<file path="src/rtl/i2c_rx_pkg.sv">
`timescale 1ns/1ps
// Shared widths and the receive engine state type.
// Assumes a 7-bit address followed by one direction bit per address byte.
package i2c_rx_pkg;
    parameter int BYTE_W = 8;
    parameter int ADDR_W = BYTE_W - 1;

    typedef enum logic [2:0] {
        ST_IDLE,   // no transfer in progress
        ST_ADDR,   // shifting address and direction
        ST_DATA,   // shifting a data byte
        ST_ACK,    // inside the ninth clock
        ST_SKIP    // not addressed, wait for next start
    } rx_state_t;
endpackage

</file>
<file path="src/rtl/i2c_line_sync.sv">
`timescale 1ns/1ps
// Multi-flop synchroniser with edge detection for a group of slow lines.
// Assumes idle-high lines (reset value 1) and STAGES >= 2.
module i2c_line_sync #(
    parameter int STAGES = 2,
    parameter int LINES  = 2
) (
    input  logic             clk,
    input  logic             rst_n,
    input  logic [LINES-1:0] din,
    output logic [LINES-1:0] lvl,
    output logic [LINES-1:0] rise,
    output logic [LINES-1:0] fall
);
    for (genvar g = 0; g < LINES; g++) begin : g_line
        logic [STAGES-1:0] chain;
        logic              last;

        // Shift the raw line through the synchroniser chain.
        always_ff @(posedge clk) begin
            if (!rst_n) chain <= '1;
            else        chain <= {chain[STAGES-2:0], din[g]};
        end

        // Remember the previous synchronised level for edge detection.
        always_ff @(posedge clk) begin
            if (!rst_n) last <= 1'b1;
            else        last <= chain[STAGES-1];
        end

        assign lvl[g]  = chain[STAGES-1];
        assign rise[g] = chain[STAGES-1] & ~last;
        assign fall[g] = ~chain[STAGES-1] & last;
    end
endmodule

</file>
<file path="src/rtl/i2c_rx_engine.sv">
`timescale 1ns/1ps
// Bit-level receive engine: start/stop detection, address match, byte
// shifting, acknowledge decision and end-of-byte event.
// Assumes synchronised, edge-detected SCL/SDA; only master-write transfers.
module i2c_rx_engine
    import i2c_rx_pkg::*;
(
    input  logic              clk,
    input  logic              rst_n,
    input  logic              scl_lvl,
    input  logic              scl_rise,
    input  logic              scl_fall,
    input  logic              sda_lvl,
    input  logic              sda_rise,
    input  logic              sda_fall,
    input  logic [ADDR_W-1:0] own_addr,
    input  logic              buf_full,
    output logic              sda_oe,
    output logic              load,
    output logic              ovf_evt,
    output logic              byte_end,
    output logic              acked,
    output logic [BYTE_W-1:0] shreg
);
    localparam int CNT_W = $clog2(BYTE_W + 1);
    localparam logic [CNT_W-1:0] LAST = CNT_W'(BYTE_W);

    rx_state_t        st;
    rx_state_t        after_ack;
    logic [CNT_W-1:0] cnt;
    logic             start_c;
    logic             stop_c;
    logic             addr_hit;

    assign start_c  = sda_fall & scl_lvl;
    assign stop_c   = sda_rise & scl_lvl;
    assign addr_hit = (shreg[BYTE_W-1 -: ADDR_W] == own_addr) && !shreg[0];

    // Sequence the transfer bit by bit and decide each acknowledge.
    always_ff @(posedge clk) begin
        if (!rst_n) begin
            st        <= ST_IDLE;
            after_ack <= ST_SKIP;
            cnt       <= '0;
            shreg     <= '0;
            sda_oe    <= 1'b0;
            load      <= 1'b0;
            ovf_evt   <= 1'b0;
            byte_end  <= 1'b0;
            acked     <= 1'b0;
        end else begin
            load     <= 1'b0;
            ovf_evt  <= 1'b0;
            byte_end <= 1'b0;
            if (start_c) begin
                st     <= ST_ADDR;
                cnt    <= '0;
                sda_oe <= 1'b0;
            end else if (stop_c) begin
                st     <= ST_IDLE;
                cnt    <= '0;
                sda_oe <= 1'b0;
            end else begin
                case (st)
                    ST_ADDR, ST_DATA: begin
                        if (scl_rise && cnt != LAST) begin
                            shreg <= {shreg[BYTE_W-2:0], sda_lvl};
                            cnt   <= cnt + 1'b1;
                        end else if (scl_fall && cnt == LAST) begin
                            cnt <= '0;
                            st  <= ST_ACK;
                            if (st == ST_ADDR) begin
                                acked     <= addr_hit;
                                sda_oe    <= addr_hit;
                                after_ack <= addr_hit ? ST_DATA : ST_SKIP;
                            end else if (buf_full) begin
                                acked     <= 1'b0;
                                sda_oe    <= 1'b0;
                                ovf_evt   <= 1'b1;
                                after_ack <= ST_DATA;
                            end else begin
                                acked     <= 1'b1;
                                sda_oe    <= 1'b1;
                                load      <= 1'b1;
                                after_ack <= ST_DATA;
                            end
                        end
                    end
                    ST_ACK: begin
                        if (scl_fall) begin
                            sda_oe   <= 1'b0;
                            st       <= after_ack;
                            byte_end <= (after_ack == ST_DATA);
                        end
                    end
                    default: ;
                endcase
            end
        end
    end

    // an overflowed byte is never acknowledged
    a_r6_ovf_nack: assert property (@(posedge clk) disable iff (!rst_n)
        ovf_evt |-> !sda_oe);
    // every buffer load comes with an acknowledge
    a_r3_load_acks: assert property (@(posedge clk) disable iff (!rst_n)
        load |-> sda_oe);
    // the end-of-byte event only happens with SCL low
    a_r4_end_on_low: assert property (@(posedge clk) disable iff (!rst_n)
        byte_end |-> !scl_lvl);
    // idle means SDA is released
    a_r12_idle_released: assert property (@(posedge clk) disable iff (!rst_n)
        (st == ST_IDLE) |-> !sda_oe);
endmodule

</file>
<file path="src/rtl/i2c_rx_host.sv">
`timescale 1ns/1ps
// Host-facing receive buffer and status: buffer-full, overflow, end-of-byte
// flag and clock-release bit driving the SCL hold.
// Assumes one-cycle host strobes; a set event wins over a clear in one cycle.
module i2c_rx_host
    import i2c_rx_pkg::*;
(
    input  logic              clk,
    input  logic              rst_n,
    input  logic              load,
    input  logic [BYTE_W-1:0] data_in,
    input  logic              ovf_evt,
    input  logic              byte_end,
    input  logic              acked,
    input  logic              stretch_en,
    input  logic              rd_buf,
    input  logic              ovf_clr,
    input  logic              irq_clr,
    input  logic              rel_set,
    output logic [BYTE_W-1:0] rx_data,
    output logic              buf_full,
    output logic              ovf,
    output logic              irq,
    output logic              clk_rel,
    output logic              scl_oe
);
    logic hold_now;

    assign hold_now = byte_end && acked && stretch_en && buf_full && !rd_buf;

    // Capture each accepted byte into the receive buffer.
    always_ff @(posedge clk) begin
        if (!rst_n)    rx_data <= '0;
        else if (load) rx_data <= data_in;
    end

    // Track whether the buffer holds an unread byte.
    always_ff @(posedge clk) begin
        if (!rst_n)      buf_full <= 1'b0;
        else if (load)   buf_full <= 1'b1;
        else if (rd_buf) buf_full <= 1'b0;
    end

    // Sticky overflow flag.
    always_ff @(posedge clk) begin
        if (!rst_n)       ovf <= 1'b0;
        else if (ovf_evt) ovf <= 1'b1;
        else if (ovf_clr) ovf <= 1'b0;
    end

    // End-of-byte flag, held until the host clears it.
    always_ff @(posedge clk) begin
        if (!rst_n)        irq <= 1'b0;
        else if (byte_end) irq <= 1'b1;
        else if (irq_clr)  irq <= 1'b0;
    end

    // Clock-release bit: forced low to stretch, set again by the host.
    always_ff @(posedge clk) begin
        if (!rst_n)        clk_rel <= 1'b1;
        else if (hold_now) clk_rel <= 1'b0;
        else if (rel_set)  clk_rel <= 1'b1;
    end

    assign scl_oe = ~clk_rel;

    // stretching only starts with a full buffer and stretching enabled
    a_r7_hold_needs_full: assert property (@(posedge clk) disable iff (!rst_n)
        $fell(clk_rel) |-> ($past(buf_full) && $past(stretch_en)));
    // a not-acknowledged byte never starts a stretch
    a_r10_nack_no_hold: assert property (@(posedge clk) disable iff (!rst_n)
        $fell(clk_rel) |-> $past(acked));
    // a held clock stays held until the release strobe
    a_r9_hold_until_release: assert property (@(posedge clk) disable iff (!rst_n)
        (!clk_rel && !rel_set) |=> !clk_rel);
    // overflow only clears on its own strobe
    a_r6_ovf_sticky: assert property (@(posedge clk) disable iff (!rst_n)
        (ovf && !ovf_clr) |=> ovf);
endmodule

</file>
<file path="src/rtl/i2c_rx_stretch.sv">
`timescale 1ns/1ps
// Top of the I2C slave receiver: synchronises the bus lines, runs the
// receive engine and exposes the host buffer and status bits.
// Assumes an external open-drain pad: *_oe = 1 pulls the line low.
module i2c_rx_stretch
    import i2c_rx_pkg::*;
#(
    parameter int SYNC_STAGES = 2
) (
    input  logic              clk,
    input  logic              rst_n,
    input  logic              scl_i,
    input  logic              sda_i,
    output logic              scl_oe,
    output logic              sda_oe,
    input  logic [ADDR_W-1:0] own_addr,
    input  logic              stretch_en,
    input  logic              rd_buf,
    output logic [BYTE_W-1:0] rx_data,
    output logic              buf_full,
    input  logic              ovf_clr,
    output logic              ovf,
    input  logic              irq_clr,
    output logic              irq,
    input  logic              rel_set,
    output logic              clk_rel
);
    localparam int LN_SCL = 0;
    localparam int LN_SDA = 1;

    logic [1:0]        lvl, rise, fall;
    logic              load, ovf_evt, byte_end, acked;
    logic [BYTE_W-1:0] shreg;

    i2c_line_sync #(.STAGES(SYNC_STAGES), .LINES(2)) u_sync (
        .clk  (clk),
        .rst_n(rst_n),
        .din  ({sda_i, scl_i}),
        .lvl  (lvl),
        .rise (rise),
        .fall (fall)
    );

    i2c_rx_engine u_engine (
        .clk     (clk),
        .rst_n   (rst_n),
        .scl_lvl (lvl[LN_SCL]),
        .scl_rise(rise[LN_SCL]),
        .scl_fall(fall[LN_SCL]),
        .sda_lvl (lvl[LN_SDA]),
        .sda_rise(rise[LN_SDA]),
        .sda_fall(fall[LN_SDA]),
        .own_addr(own_addr),
        .buf_full(buf_full),
        .sda_oe  (sda_oe),
        .load    (load),
        .ovf_evt (ovf_evt),
        .byte_end(byte_end),
        .acked   (acked),
        .shreg   (shreg)
    );

    i2c_rx_host u_host (
        .clk       (clk),
        .rst_n     (rst_n),
        .load      (load),
        .data_in   (shreg),
        .ovf_evt   (ovf_evt),
        .byte_end  (byte_end),
        .acked     (acked),
        .stretch_en(stretch_en),
        .rd_buf    (rd_buf),
        .ovf_clr   (ovf_clr),
        .irq_clr   (irq_clr),
        .rel_set   (rel_set),
        .rx_data   (rx_data),
        .buf_full  (buf_full),
        .ovf       (ovf),
        .irq       (irq),
        .clk_rel   (clk_rel),
        .scl_oe    (scl_oe)
    );

    // without stretching enabled SCL is never pulled
    a_r11_no_stretch_when_off: assert property (@(posedge clk) disable iff (!rst_n)
        $rose(scl_oe) |-> $past(stretch_en));
endmodule

</file>
<file path="config.mk">
export PLATFORM = sky130hd
export DESIGN_NAME = i2c_rx_stretch
export DESIGN_NICKNAME = d
export VERILOG_FILES = /design/src/rtl/i2c_rx_pkg.sv /design/src/rtl/i2c_line_sync.sv /design/src/rtl/i2c_rx_engine.sv /design/src/rtl/i2c_rx_host.sv /design/src/rtl/i2c_rx_stretch.sv
export SDC_FILE = /design/constraint.sdc
export NUM_CORES = 1
export LEC_CHECK = 0
export BUFFER_PORTS_ARGS = -buffer_cell sky130_fd_sc_hd__buf_4
export CORE_UTILIZATION = 55
export DETAILED_ROUTE_END_ITERATION = 10
export GPL_TIMING_DRIVEN = 1
export PLACE_DENSITY = 0.75
export SLEW_MARGIN = 20
export SYNTH_ARGS = -nofsm -noshare
export SYNTH_HDL_FRONTEND = slang
export SYNTH_HIERARCHICAL = 1
export SYNTH_SLANG_ARGS = --single-unit
</file>
<file path="constraint.sdc">
create_clock -name clk -period 4.1 [get_ports clk]
set_clock_uncertainty 0.1 [all_clocks]
set_input_delay 0.41 -clock clk [delete_from_list [all_inputs] [get_ports clk]]
set_output_delay 0.41 -clock clk [all_outputs]
set_load 0.02 [all_outputs]
</file>
==> results <==
- The total of warnings raised by yosys is 6.
- The initial standard-cell utilization of the core is 0.5791.
- The floorplan step set the die width to ~59 microns.
- The number of buffers on the longest clock path is 2.
- The worst path arrival time is 1990 ps.
- The later pin in the worst-skew pair is clocked with a latency of between 300 and 400 ps.
- Counting instances, the worst hold path has a depth of 2.
- The area added between synthesis and finish is 17.48%.
- The number of port buffers is 29.
- The most used flip-flop cell after synthesis is sky130_fd_sc_hd__dfxtp_1.
- Leaving out fill and tap cells, the most frequent cell in the layout is sky130_fd_sc_hd__dfxtp_1.
- The first global-routing pass estimated about 5.7 mm of wire.
- The count of final max-slew check failures is 0.
- The fraction of the cycle the final worst path needs is 0.4503.
- The synthesized netlist contains 39 unique library cells.
- The core region is 3053 sq um.
- The number of endpoints failing setup at the final stage is 0.
- The global placer's final weighted congestion is around 0.84.
- In the final timing run, aggregate negative setup slack is 0 ps.
- The max-capacitance violation count is 0.
- Measured in cells, the most critical reg-to-reg path has a length of 5.
- The floorplan die area is around 3400 sq um.
- The static leakage is around 0.78 nW.
- Subtracting the final worst setup slack from the clock period gives between 1500 and 2000 ps.
- The worst setup path is launched from a register.
- The cell area power density is 355.4 nW/um^2.
- The proportion of layout cells with a drive suffix above 1 is 0.1869.
- The mean area per synthesized cell is 9.404 sq um.
- Setup repair after global routing left no endpoint under its margin.
- Detailed placement ended at an HPWL of about 2.4 mm.
- The kind of end point of the critical path is a register.
- The number of antenna violations at the first check in global routing is 0.
- TritonCTS built the clock tree.
- 30 I/O pins were placed.
- Dividing the detail-routed wire length by the instance count gives 12.78 microns.
- The worst hold endpoint is u_sync/g_line[1].chain[0].
- The path type of the worst setup path is reg -> reg.
- The register area share after synthesis is 0.4529.
- The non-filler instance count after layout is roughly 260.
- The number of placed instances, taps included, is about 250.
- The number of flip-flops and latches in the synthesized netlist is 40.
- In this run the worst hold path is classified as in -> reg.
- The tree is rooted in a sky130_fd_sc_hd__clkbuf_4.
- On the final layout, the worst hold slack is ~150 ps.
- In this run the worst path has a maximum fanout of 7.
- The actual slew at the worst max-slew pin is 516.0 ps.
- The number of global-route vias before repair was roughly 1,300.
- The number of synthesized flops with an enable pin is 0.
- The detailed router's first-iteration violation count is 48.
- The DRC violations left is 0.
- Synthesis produced a netlist with a net count of about 200.
- The total detailed-routing wirelength is approximately 3.3 mm.
- The startpoint identified for the worst hold timing path is sda_i.
- The launch instance of the worst register-to-register path is u_sync/g_line[1].chain[1].
- The pin count of the biggest net entering global routing is 37.
- The flow ran to the end, and the final reports show no timing, DRC or antenna violations.
- The mapped netlist covers between 1500 and 2000 sq um.
- The number of core rows is 20.
- IR analysis of the VDD net gives a maximum drop of approximately 270 uV.
- The total CTS buffers is 5.
- The number of buffers inserted for hold repair after clock tree synthesis is 0.
- After clock tree synthesis, the repair step resized 0 gates.
- The register-to-register setup slack is about 2300 ps.
- In this run the remaining antenna-violating nets after routing total 0.
- The tightest slew margin relative to the limit is 0.6555.
- The maximum operating frequency is between 500 and 600 MHz.
- The terminus of the critical flop-to-flop path is u_engine/after_ack[1].
- After routing the design area is a little over 2000 sq um.
- The tree built by TritonCTS fans out to 40 sinks.
- The die is around 59 microns tall.
- The post-synthesis async set-or-reset flop share is 0.
- Counting every instance in the synthesized netlist gives 188.
- For the worst setup path, the data required time is around 4200 ps.
- Summed over all layers, the global routing overflow is 0.
- In the layout the commonest cells are sky130_fd_sc_hd__dfxtp_1 (40), sky130_fd_sc_hd__buf_4 (29), sky130_fd_sc_hd__nand3_1 (18), sky130_fd_sc_hd__nor2b_1 (17), sky130_fd_sc_hd__o21ai_0 (14).
- The first TritonRoute pass finished after 4 iterations.
- Using the TritonRoute via totals, the vias-per-cell ratio works out to around 5.4.
- The post-CTS setup buffer count is 0.
- The overall global routing resource usage is 0.2240.
- For this run, the post-layout net count is 232.
- Summing all placed instances gives a cell area of 1979 sq um.
- The clock-pin slew reported for the worst setup and hold paths after clock tree synthesis is 110 ps.
- The number of diodes added for antenna fixing is 0.
- The H-tree was split into 2 levels.
- Detailed routing inserted a total of 1,394 vias.
- The final-report hold violation count is 0.
[Yosys cell counts, types with 2 or more instances]
library cell | instances | area (sq um)
sky130_fd_sc_hd__nand2b_1 | 7 | 43.79
sky130_fd_sc_hd__or3_1 | 4 | 25.02
sky130_fd_sc_hd__ha_1 | 2 | 25.02
sky130_fd_sc_hd__and4b_1 | 3 | 30.03
sky130_fd_sc_hd__clkbuf_1 | 2 | 7.510
sky130_fd_sc_hd__buf_4 | 3 | 22.52
sky130_fd_sc_hd__xor2_1 | 3 | 26.28
sky130_fd_sc_hd__o21a_1 | 3 | 22.52
sky130_fd_sc_hd__nor2b_1 | 17 | 106.4
sky130_fd_sc_hd__xnor2_1 | 4 | 35.03
sky130_fd_sc_hd__and3b_1 | 2 | 17.52
sky130_fd_sc_hd__buf_2 | 4 | 20.02
sky130_fd_sc_hd__o21ai_0 | 14 | 70.07
sky130_fd_sc_hd__dfxtp_1 | 40 | 800.8
sky130_fd_sc_hd__nand3_1 | 18 | 90.09
sky130_fd_sc_hd__mux2i_1 | 8 | 80.08
sky130_fd_sc_hd__and4_1 | 2 | 17.52
sky130_fd_sc_hd__nor2_1 | 5 | 18.77
sky130_fd_sc_hd__nand2_1 | 7 | 26.28
sky130_fd_sc_hd__a21boi_0 | 10 | 75.07
sky130_fd_sc_hd__inv_1 | 6 | 22.52
sky130_fd_sc_hd__a21oi_1 | 6 | 30.03
sky130_fd_sc_hd__nand3b_1 | 2 | 15.01
[layout make-up]
cell class / count / area, sq um
clock buffer: 5 / 37.54
clock inverter: 2 / 60.06
fill: 272 / 975.9
inverter: 6 / 22.52
multi-input combinational: 132 / 883.3
sequential: 40 / 800.8
tap: 44 / 55.05
timing repair buffer: 29 / 217.7
[worst max-delay path by stage]
stage | startpoint | to | slack [ps]
after floorplan | own_addr[4] | u_engine/acked | 2430
after global placement | own_addr[4] | u_engine/acked | 2290
after detailed placement | own_addr[4] | u_engine/after_ack[2] | 2240
after CTS | u_sync/g_line[1].chain[1] | u_engine/after_ack[1] | 2260
after global routing | u_sync/g_line[1].chain[1] | u_engine/after_ack[1] | 2110
final | u_sync/g_line[1].chain[1] | u_engine/after_ack[1] | 2250
[worst max-delay path, cell delays in order, from the launching register on]
cell	delay, ps
sky130_fd_sc_hd__dfxtp_1	350
sky130_fd_sc_hd__nor2b_1	140
sky130_fd_sc_hd__o21ai_1	330
sky130_fd_sc_hd__and4b_1	390
sky130_fd_sc_hd__o21ai_0	180
sky130_fd_sc_hd__o221a_2	260
[stage by stage]
| stage | util | total power, mW | worst slack [ps] |
|---|---|---|---|
| after floorplan | - | 0.4242 | 2434 |
| after global placement | 0.6484 | 0.4387 | 2289 |
| after detailed placement | 0.6484 | 0.4400 | 2241 |
| after CTS | 0.6803 | 0.7466 | 2257 |
| after global routing | 0.6803 | 0.7678 | 2114 |
| final | 0.6803 | 0.7381 | 2254 |
[cell families (layout without fill, tap and decap cells)]
family / count (synthesis) / count (layout) / share of synthesized area
mux: 8 / 8 / 0.04530
simple gates: 72 / 72 / 0.2428
xor+xnor: 8 / 8 / 0.04388
flops: 40 / 40 / 0.4529
buf+inv: 16 / 42 / 0.04742
compound gates: 41 / 41 / 0.1479
fa+ha+maj: 3 / 3 / 0.01981
[state kept, by name (all words and copies together), names as in the netlist, 2 cells and up]
signal,cells
u_engine/shreg,8
u_host/rx_data,8
u_engine/cnt,4
u_sync/g_line.chain,4
u_engine/st,3
u_engine/after_ack,2
u_sync/g_line.last,2
[report_power, final]
group	switching, mW	internal [mW]
combinational	0.0185	0.0187
clock	0.120	0.187
sequential	0.00265	0.391
total	0.141	0.597
[routing by layer]
metal	part of all wire	global-route usage	wire length, microns
met3	0.042	0.05934	140
met4	0.013	0.09864	44
met5	0	0	0
met1	0.48	0.2791	1567
met2	0.47	0.3662	1543
(Power assumes the default switching activity.)
